===== src/rtl/tmr_pkg.sv =====
package tmr_pkg;
  typedef enum logic [1:0] {
    MODE_PRE13 = 2'b00,
    MODE_FULL  = 2'b01,
    MODE_RLD8  = 2'b10,
    MODE_SPLIT = 2'b11
  } tmr_mode_e;

  localparam int A_MODE   = 0;
  localparam int A_CTRL   = 1;
  localparam int A_CNT_LO = 2;  // channel i low byte at A_CNT_LO + 2*i
  localparam int NCH      = 2;
  localparam int NIB      = 4;  // mode nibble width per channel
endpackage


===== src/rtl/tmr_edge_det.sv =====
module tmr_edge_det #(
  parameter int N = 2
) (
  input  logic         clk,
  input  logic         rst,
  input  logic         tick_en,
  input  logic [N-1:0] pin,
  output logic [N-1:0] fall
);
  logic [N-1:0] prev_q;

  always_ff @(posedge clk) begin
    if (rst)          prev_q <= '0;
    else if (tick_en) prev_q <= pin;
  end

  assign fall = {N{tick_en}} & prev_q & ~pin;


  edge_only_on_tick_chk: assert property (@(posedge clk) disable iff (rst)
    !tick_en |-> (fall == '0));
endmodule


===== src/rtl/tmr_channel.sv =====
module tmr_channel
  import tmr_pkg::*;
#(
  parameter int BYTE_W = 8,
  parameter int PRE_W  = 5
) (
  input  logic              clk,
  input  logic              rst,
  input  tmr_mode_e         mode,
  input  logic              step,
  input  logic              aux_step,
  input  logic              wr_lo,
  input  logic              wr_hi,
  input  logic [BYTE_W-1:0] wdata,
  output logic [BYTE_W-1:0] cnt_lo,
  output logic [BYTE_W-1:0] cnt_hi,
  output logic              ovf_main,
  output logic              ovf_aux
);
  localparam int WIDE = 2 * BYTE_W;

  logic [BYTE_W-1:0] nxt_lo, nxt_hi;
  logic [WIDE-1:0]   sum_wide;

  assign sum_wide = {cnt_hi, cnt_lo} + 1'b1;

  always_comb begin
    nxt_lo   = cnt_lo;
    nxt_hi   = cnt_hi;
    ovf_main = 1'b0;
    ovf_aux  = 1'b0;
    unique case (mode)
      MODE_PRE13: if (step) begin
        if (&cnt_lo[PRE_W-1:0]) begin
          nxt_lo[PRE_W-1:0] = '0;
          nxt_hi            = cnt_hi + 1'b1;
          ovf_main          = &cnt_hi;
        end else begin
          nxt_lo[PRE_W-1:0] = cnt_lo[PRE_W-1:0] + 1'b1;
        end
      end
      MODE_FULL: if (step) begin
        {nxt_hi, nxt_lo} = sum_wide;
        ovf_main         = &{cnt_hi, cnt_lo};
      end
      MODE_RLD8: if (step) begin
        if (&cnt_lo) begin
          nxt_lo   = cnt_hi;
          ovf_main = 1'b1;
        end else begin
          nxt_lo = cnt_lo + 1'b1;
        end
      end
      MODE_SPLIT: begin
        if (step) begin
          nxt_lo   = cnt_lo + 1'b1;
          ovf_main = &cnt_lo;
        end
        if (aux_step) begin
          nxt_hi  = cnt_hi + 1'b1;
          ovf_aux = &cnt_hi;
        end
      end
      default: ;
    endcase
    if (wr_lo) nxt_lo = wdata;
    if (wr_hi) nxt_hi = wdata;
  end

  always_ff @(posedge clk) begin
    if (rst) begin
      cnt_lo <= '0;
      cnt_hi <= '0;
    end else begin
      cnt_lo <= nxt_lo;
      cnt_hi <= nxt_hi;
    end
  end


  hold_when_idle_chk: assert property (@(posedge clk) disable iff (rst)
    !(step || aux_step || wr_lo || wr_hi) |=> $stable({cnt_hi, cnt_lo}));


  reload_value_chk: assert property (@(posedge clk) disable iff (rst)
    (mode == MODE_RLD8 && ovf_main && !wr_lo && !wr_hi) |=> (cnt_lo == cnt_hi));
endmodule


===== src/rtl/dual_timer_unit.sv =====
module dual_timer_unit
  import tmr_pkg::*;
#(
  parameter int BYTE_W = 8,
  parameter int PRE_W  = 5,
  parameter int ADDR_W = 3
) (
  input  logic              clk,
  input  logic              rst,
  input  logic              tick_en,
  input  logic [1:0]        ext_cnt,
  input  logic [1:0]        ext_gate,
  input  logic [1:0]        ovf_ack,
  input  logic              reg_we,
  input  logic [ADDR_W-1:0] reg_addr,
  input  logic [BYTE_W-1:0] reg_wdata,
  output logic [BYTE_W-1:0] reg_rdata,
  output logic [1:0]        ovf_flag,
  output logic [1:0]        ovf_pulse
);
  localparam int BIT_F1 = BYTE_W - 1;
  localparam int BIT_G1 = BYTE_W - 2;
  localparam int BIT_F0 = BYTE_W - 3;
  localparam int BIT_G0 = BYTE_W - 4;

  logic [BYTE_W-1:0] mode_q;
  logic [NCH-1:0]    run_q;
  logic [NCH-1:0]    flag_q, flag_nxt, set_flag;
  logic [NCH-1:0]    fall, step, ovf_main, ovf_aux;
  logic [NCH-1:0]    wr_lo, wr_hi;
  logic [BYTE_W-1:0] cnt_lo [NCH];
  logic [BYTE_W-1:0] cnt_hi [NCH];
  logic [BYTE_W-1:0] ctrl_view;
  logic              wr_mode, wr_ctrl, split0;

  assign wr_mode = reg_we && (reg_addr == ADDR_W'(A_MODE));
  assign wr_ctrl = reg_we && (reg_addr == ADDR_W'(A_CTRL));
  assign split0  = (tmr_mode_e'(mode_q[1:0]) == MODE_SPLIT);

  tmr_edge_det #(.N(NCH)) u_edge (
    .clk(clk), .rst(rst), .tick_en(tick_en), .pin(ext_cnt), .fall(fall)
  );

  for (genvar i = 0; i < NCH; i++) begin : g_ch
    tmr_mode_e ch_mode;
    logic      allow, src, halted, aux;

    assign ch_mode  = tmr_mode_e'(mode_q[NIB*i +: 2]);
    assign allow    = run_q[i] & (~mode_q[NIB*i+3] | ext_gate[i]);
    assign src      = mode_q[NIB*i+2] ? fall[i] : tick_en;
    // channel 1 freezes in split mode; channel 0 splits instead
    assign halted   = (i != 0) && (ch_mode == MODE_SPLIT);
    assign aux      = (i == 0) ? (tick_en & run_q[1]) : 1'b0;
    assign step[i]  = allow & src & ~halted;
    assign wr_lo[i] = reg_we && (reg_addr == ADDR_W'(A_CNT_LO + 2*i));
    assign wr_hi[i] = reg_we && (reg_addr == ADDR_W'(A_CNT_LO + 2*i + 1));

    tmr_channel #(.BYTE_W(BYTE_W), .PRE_W(PRE_W)) u_chan (
      .clk(clk), .rst(rst), .mode(ch_mode), .step(step[i]), .aux_step(aux),
      .wr_lo(wr_lo[i]), .wr_hi(wr_hi[i]), .wdata(reg_wdata),
      .cnt_lo(cnt_lo[i]), .cnt_hi(cnt_hi[i]),
      .ovf_main(ovf_main[i]), .ovf_aux(ovf_aux[i])
    );
  end

  assign set_flag[0] = ovf_main[0];
  assign set_flag[1] = split0 ? ovf_aux[0] : (ovf_main[1] | ovf_aux[1]);

  always_comb begin
    for (int i = 0; i < NCH; i++) begin
      flag_nxt[i] = flag_q[i];
      if (ovf_ack[i]) flag_nxt[i] = 1'b0;
      if (wr_ctrl)    flag_nxt[i] = (i == 0) ? reg_wdata[BIT_F0] : reg_wdata[BIT_F1];
      if (set_flag[i]) flag_nxt[i] = 1'b1;
    end
  end

  always_ff @(posedge clk) begin
    if (rst) begin
      mode_q    <= '0;
      run_q     <= '0;
      flag_q    <= '0;
      ovf_pulse <= '0;
    end else begin
      if (wr_mode) mode_q <= reg_wdata;
      if (wr_ctrl) run_q  <= {reg_wdata[BIT_G1], reg_wdata[BIT_G0]};
      flag_q    <= flag_nxt;
      ovf_pulse <= set_flag;
    end
  end

  assign ovf_flag  = flag_q;
  assign ctrl_view = {flag_q[1], run_q[1], flag_q[0], run_q[0], {(BYTE_W-4){1'b0}}};

  always_ff @(posedge clk) begin
    if (rst) begin
      reg_rdata <= '0;
    end else begin
      unique case (int'(reg_addr))
        A_MODE:       reg_rdata <= mode_q;
        A_CTRL:       reg_rdata <= ctrl_view;
        A_CNT_LO:     reg_rdata <= cnt_lo[0];
        A_CNT_LO + 1: reg_rdata <= cnt_hi[0];
        A_CNT_LO + 2: reg_rdata <= cnt_lo[1];
        A_CNT_LO + 3: reg_rdata <= cnt_hi[1];
        default:      reg_rdata <= '0;
      endcase
    end
  end


  pulse_implies_flag0_chk: assert property (@(posedge clk) disable iff (rst)
    ovf_pulse[0] |-> ovf_flag[0]);

  pulse_implies_flag1_chk: assert property (@(posedge clk) disable iff (rst)
    ovf_pulse[1] |-> ovf_flag[1]);

  flag_clear_cause_chk: assert property (@(posedge clk) disable iff (rst)
    ($fell(ovf_flag[0]) || $fell(ovf_flag[1])) |-> $past(wr_ctrl || (ovf_ack != '0)));

  ch1_halt_chk: assert property (@(posedge clk) disable iff (rst)
    (tmr_mode_e'(mode_q[NIB+1:NIB]) == MODE_SPLIT && !wr_lo[1] && !wr_hi[1])
      |=> $stable({cnt_hi[1], cnt_lo[1]}));
endmodule


===== config.mk =====
export PLATFORM = sky130hd
export DESIGN_NAME = dual_timer_unit
export DESIGN_NICKNAME = d
export VERILOG_FILES = /design/src/rtl/tmr_pkg.sv /design/src/rtl/tmr_edge_det.sv /design/src/rtl/tmr_channel.sv /design/src/rtl/dual_timer_unit.sv
export SDC_FILE = /design/constraint.sdc
export NUM_CORES = 1
export LEC_CHECK = 0
export BUFFER_PORTS_ARGS = -buffer_cell sky130_fd_sc_hd__clkbuf_2
export CAP_MARGIN = 0
export CORE_UTILIZATION = 60
export DETAILED_ROUTE_END_ITERATION = 7
export GPL_TIMING_DRIVEN = 0
export PLACE_DENSITY = 0.92
export SLEW_MARGIN = 40
export SYNTH_ARGS = -nofsm -noshare
export SYNTH_HDL_FRONTEND = slang
export SYNTH_SLANG_ARGS = --single-unit

===== constraint.sdc =====
create_clock -name clk -period 2.69 [get_ports clk]
set_input_delay 0.1345 -clock clk [delete_from_list [all_inputs] [get_ports clk]]
set_output_delay 0.1345 -clock clk [all_outputs]
set_load 0.03 [all_outputs]

==> impl_metrics.yaml, run 1 <==
global_route:
  grt-ovfl-total: 0
  grt_use_total_pct: 37.1
  grt_max_degree: 21
  antenna_found_initial: 0
  grt_pass1_wl_um: 17900
  grt_pass1_vias: 3426
place:
  dpl.cell_count: 559
  gp_congestion: 0.974
  portBuffers: 29
  hpwl_um: 8310
  dp_slack_ps: -298
route:
  met2_length_um: 4880
  m1WireLength_um: 4750
  via_per_inst: 6.78
  route.met3.wl_um: 1270
  wirelength_um: 11300
  dr.pass1.iters: 6
  drc: 0
  drt_iter0_markers: 470
  top_layer: "met4"
  detail-route-antenna-nets: 0
  wire_per_inst_um: 19.8
  vias: 3857
setup_path:
  crit_path_top_delay_cell: "dfxtp_4"
  r2r_slack_ps: 150
  cp_data_arrival_time_ps: 2810
  critPathKind: "reg2reg"
  crit_chain: "ha_1 > nand3_4 > inv_1 > ha_2 > inv_1 > a222oi_1 > buf_4 > o21ai_1 > buf_2 > or3_1 > a31oi_1"
  rr_endpoint: "g_ch[0].u_chan.cnt_hi[2]$_SDFFE_PP0P_"
  path_buf_inv: 4
  max_stage_delay_ps: 400
  setup.worst_path.end_class: "flop"
  rr_worst_depth: 11
  crit_path_start_kind: "flop"
  required_ps: 2960
  path_delay_family: "compound AO/OA/AOI/OAI gates"
  critPathMaxFanout: 10
  reg2reg_from: "g_ch[0].u_chan.cnt_lo[0]$_SDFFE_PP0P_"
  cpMostUsedCell: "inv_1"
sta:
  whs_ps: 56.8
  worst_slew_pin_slew_ps: 801
  rsz0062_at_grt: "false"
  setup_viol: 0
  drv_slew: 0
  hold_viol: 0
  setup_ws_ps: 145
  post-route-period-util_pct: 94.6
  finalSetupTns_ps: 0
  max_freq_mhz: 393
  min_period_ps: 2540
  finClkSkew_ps: 17.3
  relSlewSlack_pct: 46.2
clock_tree:
  clock_latency_ps: 330
  root_buffer: "clkbuf_8"
  h-tree-depth: 2
  cts_tree: "yes"
  cts_inserted_buffers: 5
  clk_pin_slew_ps: 130
  cts.path.max_buffers: 2
  cts_sinks: 56
power_and_ir_drop:
  p_clk_share_pct: 31.6
  sw_frac_of_total_pct: 31.3
  seqPwrFrac_pct: 54.5
  combPwrFrac_pct: 13.9
  power_density_mw_per_mm2: 418
  p_int_w: 0.00114
  ir_drop_mv: 0.280
  p_leak_nw: 1.44
  p_sw_w: 0.000521
synth:
  synth-simple-area-share_pct: 25.0
  synth-adder-area-share_pct: 3.82
  muxShareOfSynthArea_pct: 6.87
  synthCells: 458
  yosysWarningCount: 0
  synth-seq-cells: 56
  synth_cell_types: 56
  synth_area_mm2: 0.00361
  synth_compound_area_share_pct: 24.8
  synth_top_family_by_area: "simple AND/OR/NAND/NOR gates"
  synthFlopType: "dfxtp_1"
  async_flop_share_pct: 0
  synth-edff-count: 0
  syn-num-nets: 490
  ys_seq_area_share_pct: 31.1
  synthXorXnorAreaFrac_pct: 4.37
  avgSynthCellArea_um2: 7.87
floorplan:
  initial_core_util_pct: 63.9
  core_mm2: 0.00564
  dieWidth_um: 79.5
  rows: 27
  io_pins: 33
  die_y_um: 79.5
  dieArea_mm2: 0.00632
min_path:
  min_from: "ext_cnt[0]"
  holdPathEnd: "u_edge.prev_q[0]$_SDFFE_PP0P_"
  hold_path.class: "in2reg"
  min_path_cells: 3
final_layout:
  stdcell_count: 569
  final_util_pct: 70.4
  fin_nets: 528
  n_antenna_cell: 0
  drive_gt1_share_pct: 13.1
  final_common_cell: "dfxtp_1"
  final_cell_mix: "dfxtp_1 (54), nand2_1 (50), nor2_1 (48)"
  syn_to_final_growth_pct: 10.2
flow_run:
  max_cap_violations: 0
run_status:
  outcome: "complete, no violations"
-- metal layers --
metal | up-vias | track usage (%)
li1 | 1769 | -
met1 | 1809 | 50.9
met2 | 244 | 55.6
met3 | 35 | 8.34
met4 | 0 | 15.5
met5 | - | 0
-- power groups by stage --
stage	logic (W)	clock network, W	registers, W
after global routing	0.000248	0.000550	0.000908
final	0.000231	0.000526	0.000905
after floorplan	0.000143	0	0.000910
after detailed placement	0.000219	0	0.000919
after global placement	0.000213	0	0.000918
after CTS	0.000222	0.000517	0.000901
-- worst reg2reg max path, stage by stage (launching register included) --
cell	delay (ps)
dfxtp_4	400
ha_1	230
nand3_4	130
inv_1	90
ha_2	230
inv_1	80
a222oi_1	320
buf_4	180
o21ai_1	90
buf_2	210
or3_1	350
a31oi_1	170
-- synthesized netlist by cell type (all sizes together) (12+ instances only) --
| master | count | share of area [%] |
|---|---|---|
| a211oi | 12 | 2.6 |
| a21oi | 34 | 4.7 |
| clkbuf | 19 | 2.0 |
| dfxtp | 56 | 31 |
| inv | 12 | 1.2 |
| mux2i | 18 | 5.0 |
| nand2 | 51 | 5.4 |
| nand3 | 16 | 2.2 |
| nor2 | 48 | 5.0 |
| nor3 | 15 | 2.2 |
| o21ai | 23 | 3.2 |
-- worst max-delay path by stage --
stage,start,endpoint,depth (start not counted)
finish,g_ch[0].u_chan.cnt_lo[0]$_SDFFE_PP0P_,g_ch[0].u_chan.cnt_hi[2]$_SDFFE_PP0P_,11
global route,g_ch[0].u_chan.cnt_lo[0]$_SDFFE_PP0P_,g_ch[0].u_chan.cnt_hi[3]$_SDFFE_PP0P_,11
CTS,g_ch[0].u_chan.cnt_lo[1]$_SDFFE_PP0P_,g_ch[0].u_chan.cnt_hi[2]$_SDFFE_PP0P_,11
detailed placement,g_ch[0].u_chan.cnt_lo[0]$_SDFFE_PP0P_,g_ch[0].u_chan.cnt_hi[2]$_SDFFE_PP0P_,10
global placement,g_ch[0].u_chan.cnt_lo[0]$_SDFFE_PP0P_,g_ch[0].u_chan.cnt_hi[4]$_SDFFE_PP0P_,10
floorplan,g_ch[0].u_chan.cnt_lo[0]$_SDFFE_PP0P_,g_ch[0].u_chan.cnt_hi[2]$_SDFFE_PP0P_,10
-- logic make-up after synthesis --
| family | count (synthesis) |
|---|---|
| AO/OA/AOI/OAI | 129 |
| XOR/XNOR | 18 |
| buffers and inverters | 37 |
| AND/OR/NAND/NOR | 185 |
| flip-flops | 56 |
| adder cells (fa/ha/maj) | 11 |
| multiplexers | 22 |
-- state kept, by name, indices dropped and copies added (netlist names) --
register / flops
reg_rdata: 8
g_ch.u_chan.cnt_hi: 16
mode_q: 8
u_edge.prev_q: 2
run_q: 2
ovf_pulse: 2
g_ch.u_chan.cnt_lo: 16
ovf_flag: 2
-- through the flow --
| step | total power (W) | area (um2) |
|---|---|---|
| after CTS | 0.00164 | 3960 |
| after floorplan | 0.00105 | 3610 |
| after global placement | 0.00113 | 3840 |
| after detailed placement | 0.00114 | 3840 |
| final | 0.00166 | 3970 |
| after global routing | 0.00171 | 3970 |
-- layout make-up --
cell class	count	area, um2
multi-input combinational	365	2350
fill	461	1670
sequential	56	1130
timing repair buffer	31	160
buffer	25	101
tap	72	90.1
clock buffer	5	68.8
inverter	12	45.0
clock inverter	3	28.8
-- repair_timing --
action / in CTS / in global routing
endpoints found under the hold margin: 0 / 0
setup buffers: 2 / 0
pin swaps: 1 / 0
hold buffers: 0 / 0
setup endpoints to repair: 6 / 5
gates resized for setup: 2 / 4
Power figures use the tool's default switching activity.
==> inputs of run 2 (changes only) <==
- SYNTH_HIERARCHICAL: default -> 1
==> impl_metrics.yaml, run 2 <==
sta:
  finClkSkew_ps: 18.5
  rsz0062_at_grt: "false"
  min_period_ps: 2600
  setup_viol: 0
  relSlewSlack_pct: 48.1
  max_freq_mhz: 385
  drv_slew: 0
  worst_slew_pin_slew_ps: 772
  post-route-period-util_pct: 96.6
  hold_viol: 0
setup_path:
  critPathKind: "reg2reg"
  setup.worst_path.end_class: "flop"
  r2r_slack_ps: 90
  cp-startpoint: "mode_q[0]$_SDFFE_PP0P_"
  critPathCapture: "g_ch[0].u_chan/cnt_lo[3]$_SDFFE_PP0P_"
  required_ps: 2890
  reg2reg_from: "mode_q[0]$_SDFFE_PP0P_"
  rr_worst_depth: 6
  critPathMaxFanout: 7
  rr_endpoint: "g_ch[0].u_chan/cnt_lo[3]$_SDFFE_PP0P_"
  crit_path_start_kind: "flop"
  cp_data_arrival_time_ps: 2800
final_layout:
  n_antenna_cell: 0
  design_area_mm2: 0.00439
  final_util_pct: 68.3
  fin_nets: 576
  syn_to_final_growth_pct: 9.02
  final_cell_mix: "nand2_1 (56), dfxtp_1 (56), a21oi_1 (43)"
  reg.largest.list: "g_ch.u_chan/cnt_hi x16, g_ch.u_chan/cnt_lo x16"
  drive_gt1_share_pct: 15.9
  stdcell_count: 619
global_route:
  grt_pass1_wl_um: 18800
  grt-ovfl-total: 0
  grt_use_total_pct: 33.4
  grt_pass1_vias: 3870
  antenna_found_initial: 0
  grt_max_degree: 20
synth:
  synthTopCellsByCount: "dfxtp_1 (56), nand2_1 (56), a21oi_1 (44), nor2_1 (39), inv_1 (28)"
  yosysWarningCount: 6
  ys_seq_area_share_pct: 27.9
  synthXorXnorAreaFrac_pct: 4.35
  synth-simple-area-share_pct: 25.7
  syn-num-nets: 537
  ys_top_cells_by_area: "dfxtp_1 (28%), mux2i_1 (6.0%), a21oi_1 (5.5%)"
  synth_compound_area_share_pct: 25.0
  muxShareOfSynthArea_pct: 5.97
  synth_top_area_cell: "dfxtp_1"
  synth_cell_types: 57
  synth_top_family_by_area: "simple AND/OR/NAND/NOR gates"
  avgSynthCellArea_um2: 8.02
  synth-seq-cells: 56
  synthFlopType: "dfxtp_1"
  async_flop_share_pct: 0
  synthCells: 502
  synth-adder-area-share_pct: 4.35
  yosys.area.top_type_share_pct: 27.9
  synth-edff-count: 0
  synth_area_mm2: 0.00402
route:
  wirelength_um: 11600
  dr.pass1.iters: 7
  wire_per_inst_um: 18.8
  detail-route-antenna-nets: 0
  vias: 4122
  drt_iter0_markers: 580
  via_per_inst: 6.66
  drc: 3
floorplan:
  dieArea_mm2: 0.00704
  dieWidth_um: 83.9
  die_y_um: 83.9
  io_pins: 33
  rows: 29
  initial_core_util_pct: 62.7
  core_mm2: 0.00642
run_status:
  violations: "design-rule violations"
  outcome: "finished, violations left"
place:
  portBuffers: 31
  gp_congestion: 0.904
  hpwl_um: 8630
  dpl.cell_count: 610
  placed_area_mm2: 0.00428
clock_tree:
  cts_setup_buffers: 0
  root_buffer: "clkbuf_8"
  clk_pin_slew_ps: 120
  h-tree-depth: 2
  cts_sinks: 56
  cts.repair.resized: 0
  cts_inserted_buffers: 5
  clock_latency_ps: 320
  hold_buffers: 0
  cts_tree: "yes"
  cts.path.max_buffers: 2
flow_run:
  max_cap_violations: 0
power_and_ir_drop:
  p_leak_nw: 1.66
  power_density_mw_per_mm2: 378
  totalPowerFinal_w: 0.00166
  ir_drop_mv: 0.305
min_path:
  hold_path.class: "in2reg"
-- run 2: cell types whose count changed after synthesis, sizes merged, moves of 8 or more --
cell,delta
xnor2,+9
clkbuf,-8
a211oi,-8
o21a,+16
inv,+16
a21oi,+10
buf,+11
-- run 2: per-stage QoR --
stage	setup TNS, ps	hold slack (ps)	worst slack (ps)
floorplan	0	207	457
global placement	-76.3	381	-38.5
detailed placement	0	409	132
CTS	0	73.4	115
global route	0	77.3	30.2
finish	0	72.3	91.3
-- run 2: where the power goes --
part	internal [W]	leakage (nW)	total (W)	switching (W)
clock network	0.000192	0.0463	0.000493	0.000301
logic	0.000101	1.16	0.000259	0.000159
registers	0.000859	0.455	0.000905	0.0000460
-- run 2: how the worst min path moves through the flow --
stage | to | slack [ps] | depth (start not counted) | from
floorplan | u_edge/prev_q[0]$_SDFFE_PP0P_ | 210 | 1 | rst
finish | u_edge/prev_q[1]$_SDFFE_PP0P_ | 70 | 3 | ext_cnt[1]
CTS | u_edge/prev_q[1]$_SDFFE_PP0P_ | 70 | 3 | ext_cnt[1]
global route | u_edge/prev_q[1]$_SDFFE_PP0P_ | 80 | 2 | rst
global placement | u_edge/prev_q[1]$_SDFFE_PP0P_ | 380 | 3 | ext_cnt[1]
detailed placement | u_edge/prev_q[1]$_SDFFE_PP0P_ | 410 | 3 | ext_cnt[1]
-- run 2: critical path: stages (launching register included) --
cell      delay [ps]
dfxtp_1          570
inv_1            120
ha_1             290
nor4_2           730
nor3_1           250
a221oi_1         390
a21oi_1          120
-- run 2: cell families after synthesis --
kind of cell	after synthesis
buf+inv	56
flops	56
mux	24
other cells	1
fa+ha+maj	14
compound gates	143
xor+xnor	20
simple gates	188
-- run 2: routing by layer --
| layer | global-route usage (%) | part of all wire, % |
|---|---|---|
| met3 | 4.25 | 9.1 |
| met4 | 11.9 | 3.9 |
| met5 | 0 | 0 |
| met1 | 41.7 | 39 |
| met2 | 58.8 | 48 |
-- run 2: layout make-up --
cell class,count,area [um2]
multi-input cells,390,2640
clock inverters,3,27.5
well taps,77,96.3
clock buffers,5,68.8
fillers,525,2040
plain buffers,28,164
repair buffers,32,160
inverters,28,105
flip-flops and latches,56,1120
==> inputs of run 3 (changes only) <==
- CORE_MARGIN: default -> 1.5
==> impl_metrics.yaml, run 3 (synthesis gave the netlist of run 2 again) <==
setup_path:
  cp_data_arrival_time_ps: 2640
  required_ps: 2910
  critPathKind: "reg2reg"
  crit_path_start_kind: "flop"
  critPathMaxFanout: 8
  setup.worst_path.end_class: "flop"
floorplan:
  dieWidth_um: 84.9
  dieArea_mm2: 0.00721
  rows: 29
  die_y_um: 84.9
  initial_core_util_pct: 62.7
  core_mm2: 0.00642
  io_pins: 33
final_layout:
  fin_nets: 575
  n_antenna_cell: 0
  design_area_mm2: 0.00439
  nFillCells: 513
  drive_gt1_share_pct: 15.7
  final_cell_mix: "nand2_1 (56), dfxtp_1 (56), a21oi_1 (43)"
  reg.largest.list: "g_ch.u_chan/cnt_hi x16, g_ch.u_chan/cnt_lo x16"
  syn_to_final_growth_pct: 9.05
  stdcell_count: 618
  final_util_pct: 68.3
global_route:
  antenna_found_initial: 0
  grt_max_degree: 20
  use_met3_pct: 3.99
  met1_usage_pct: 40.3
  top_usage_layer: "met2"
  grt-ovfl-total: 0
  grt_pass1_vias: 3939
  grt_use_met2_pct: 54.3
  grt_use_total_pct: 31.8
  grt_pass1_wl_um: 18500
sta:
  min_period_ps: 2420
  hold_viol: 0
  worst_slew_pin_slew_ps: 850
  rsz0062_at_grt: "false"
  finalSetupTns_ps: 0
  finClkSkew_ps: 14.6
  post-route-period-util_pct: 90.0
  relSlewSlack_pct: 43.3
  setup_viol: 0
  drv_slew: 0
  max_freq_mhz: 413
clock_tree:
  cts.path.max_buffers: 2
  clock_latency_ps: 320
  cts_tree: "yes"
  h-tree-depth: 2
  cts_sinks: 56
  clk_pin_slew_ps: 120
  hold_buffers: 0
  cts_setup_buffers: 0
  root_buffer: "clkbuf_8"
  cts_inserted_buffers: 5
power_and_ir_drop:
  p_clk_share_pct: 29.8
  power_density_mw_per_mm2: 377
  p_sw_w: 0.000505
  p_leak_nw: 1.66
  combPwrFrac_pct: 15.6
  ir_drop_mv: 0.283
  seqPwrFrac_pct: 54.6
  p_int_w: 0.00115
  sw_frac_of_total_pct: 30.5
place:
  portBuffers: 31
  hpwl_um: 8430
  gp_congestion: 0.945
  dpl.cell_count: 610
  placed_area_mm2: 0.00428
route:
  wire_per_inst_um: 18.3
  vias: 4052
  via_per_inst: 6.56
  wirelength_um: 11300
  detail-route-antenna-nets: 0
  drc: 2
  dr.pass1.iters: 7
  drt_iter0_markers: 543
run_status:
  outcome: "finished, violations left"
  violations: "design-rule violations"
min_path:
  hold_path.class: "in2reg"
flow_run:
  max_cap_violations: 0
-- run 3: cell count changes in the layout (fill, tap and decap cells not counted) --
cell,change
clkinv_4,-1
inv_8,-1
clkbuf_2,-1
inv_6,+2
nor4_2,-1
nor4_4,+1
-- run 3: power by group through the flow --
| stage | sequential [W] | clock, W | combinational (W) |
|---|---|---|---|
| 2_1_floorplan | 0.000914 | 0 | 0.000170 |
| 3_3_place_gp | 0.000919 | 0 | 0.000239 |
| 3_5_place_dp | 0.000921 | 0 | 0.000248 |
| 4_1_cts | 0.000902 | 0.000502 | 0.000250 |
| 5_1_grt | 0.000909 | 0.000537 | 0.000281 |
| 6_report | 0.000904 | 0.000493 | 0.000258 |
-- run 3: metal layers --
| layer | routed length [um] | up-vias |
|---|---|---|
| met5 | 0 | - |
| met3 | 880 | 51 |
| met4 | 460 | 0 |
| met2 | 5330 | 239 |
| met1 | 4610 | 1874 |
| li1 | - | 1888 |
-- run 3: worst paths after layout --
path                                                    start                                    end  slack, ps  cells after the start
worst max-delay path            u_edge/prev_q[0]$_SDFFE_PP0P_  g_ch[0].u_chan/cnt_hi[7]$_SDFFE_PP0P_        270                      9
worst max register to register  u_edge/prev_q[0]$_SDFFE_PP0P_  g_ch[0].u_chan/cnt_hi[7]$_SDFFE_PP0P_        270                      9
worst min register to register         mode_q[7]$_SDFFE_PP0P_                 mode_q[7]$_SDFFE_PP0P_        500                      2
worst min-delay path                               ext_cnt[1]          u_edge/prev_q[1]$_SDFFE_PP0P_         60                      3
-- run 3: cell type report --
cell class                      instances  area [um2]  share of cell area, %
Buffer                                 28         164                   3.74
Clock buffer                            5        68.8                   1.57
Clock inverter                          3        25.0                  0.570
Inverter                               28         105                   2.40
Multi-Input combinational cell        390        2650                   60.5
Sequential cell                        56        1120                   25.5
Tap cell                               77        96.3                   2.20
Timing Repair Buffer                   31         155                   3.54
-- run 3: timing repair --
| action | CTS | global route |
|---|---|---|
| setup endpoints to repair | 0 | 1 |
| resized for setup | 0 | 1 |
| hold endpoints to repair | 0 | 0 |
-- run 3: through the flow --
stage / power [W] / setup slack (ps) / hold slack [ps]
2_1_floorplan: 0.00108 / 457 / 207
3_3_place_gp: 0.00116 / -32.2 / 383
3_5_place_dp: 0.00117 / 128 / 401
4_1_cts: 0.00165 / 121 / 64.7
5_1_grt: 0.00173 / 117 / 74.0
6_report: 0.00166 / 269 / 64.9
-- run 3: worst max-delay path, cell delays in order, from the launching register on --
cell,delay (ps)
dfxtp_1,350
nand2_1,60
nor2_1,90
inv_1,50
a221oi_2,720
nor2b_1,170
o2bb2ai_4,280
nand4_4,160
o21a_1,210
o31a_1,230
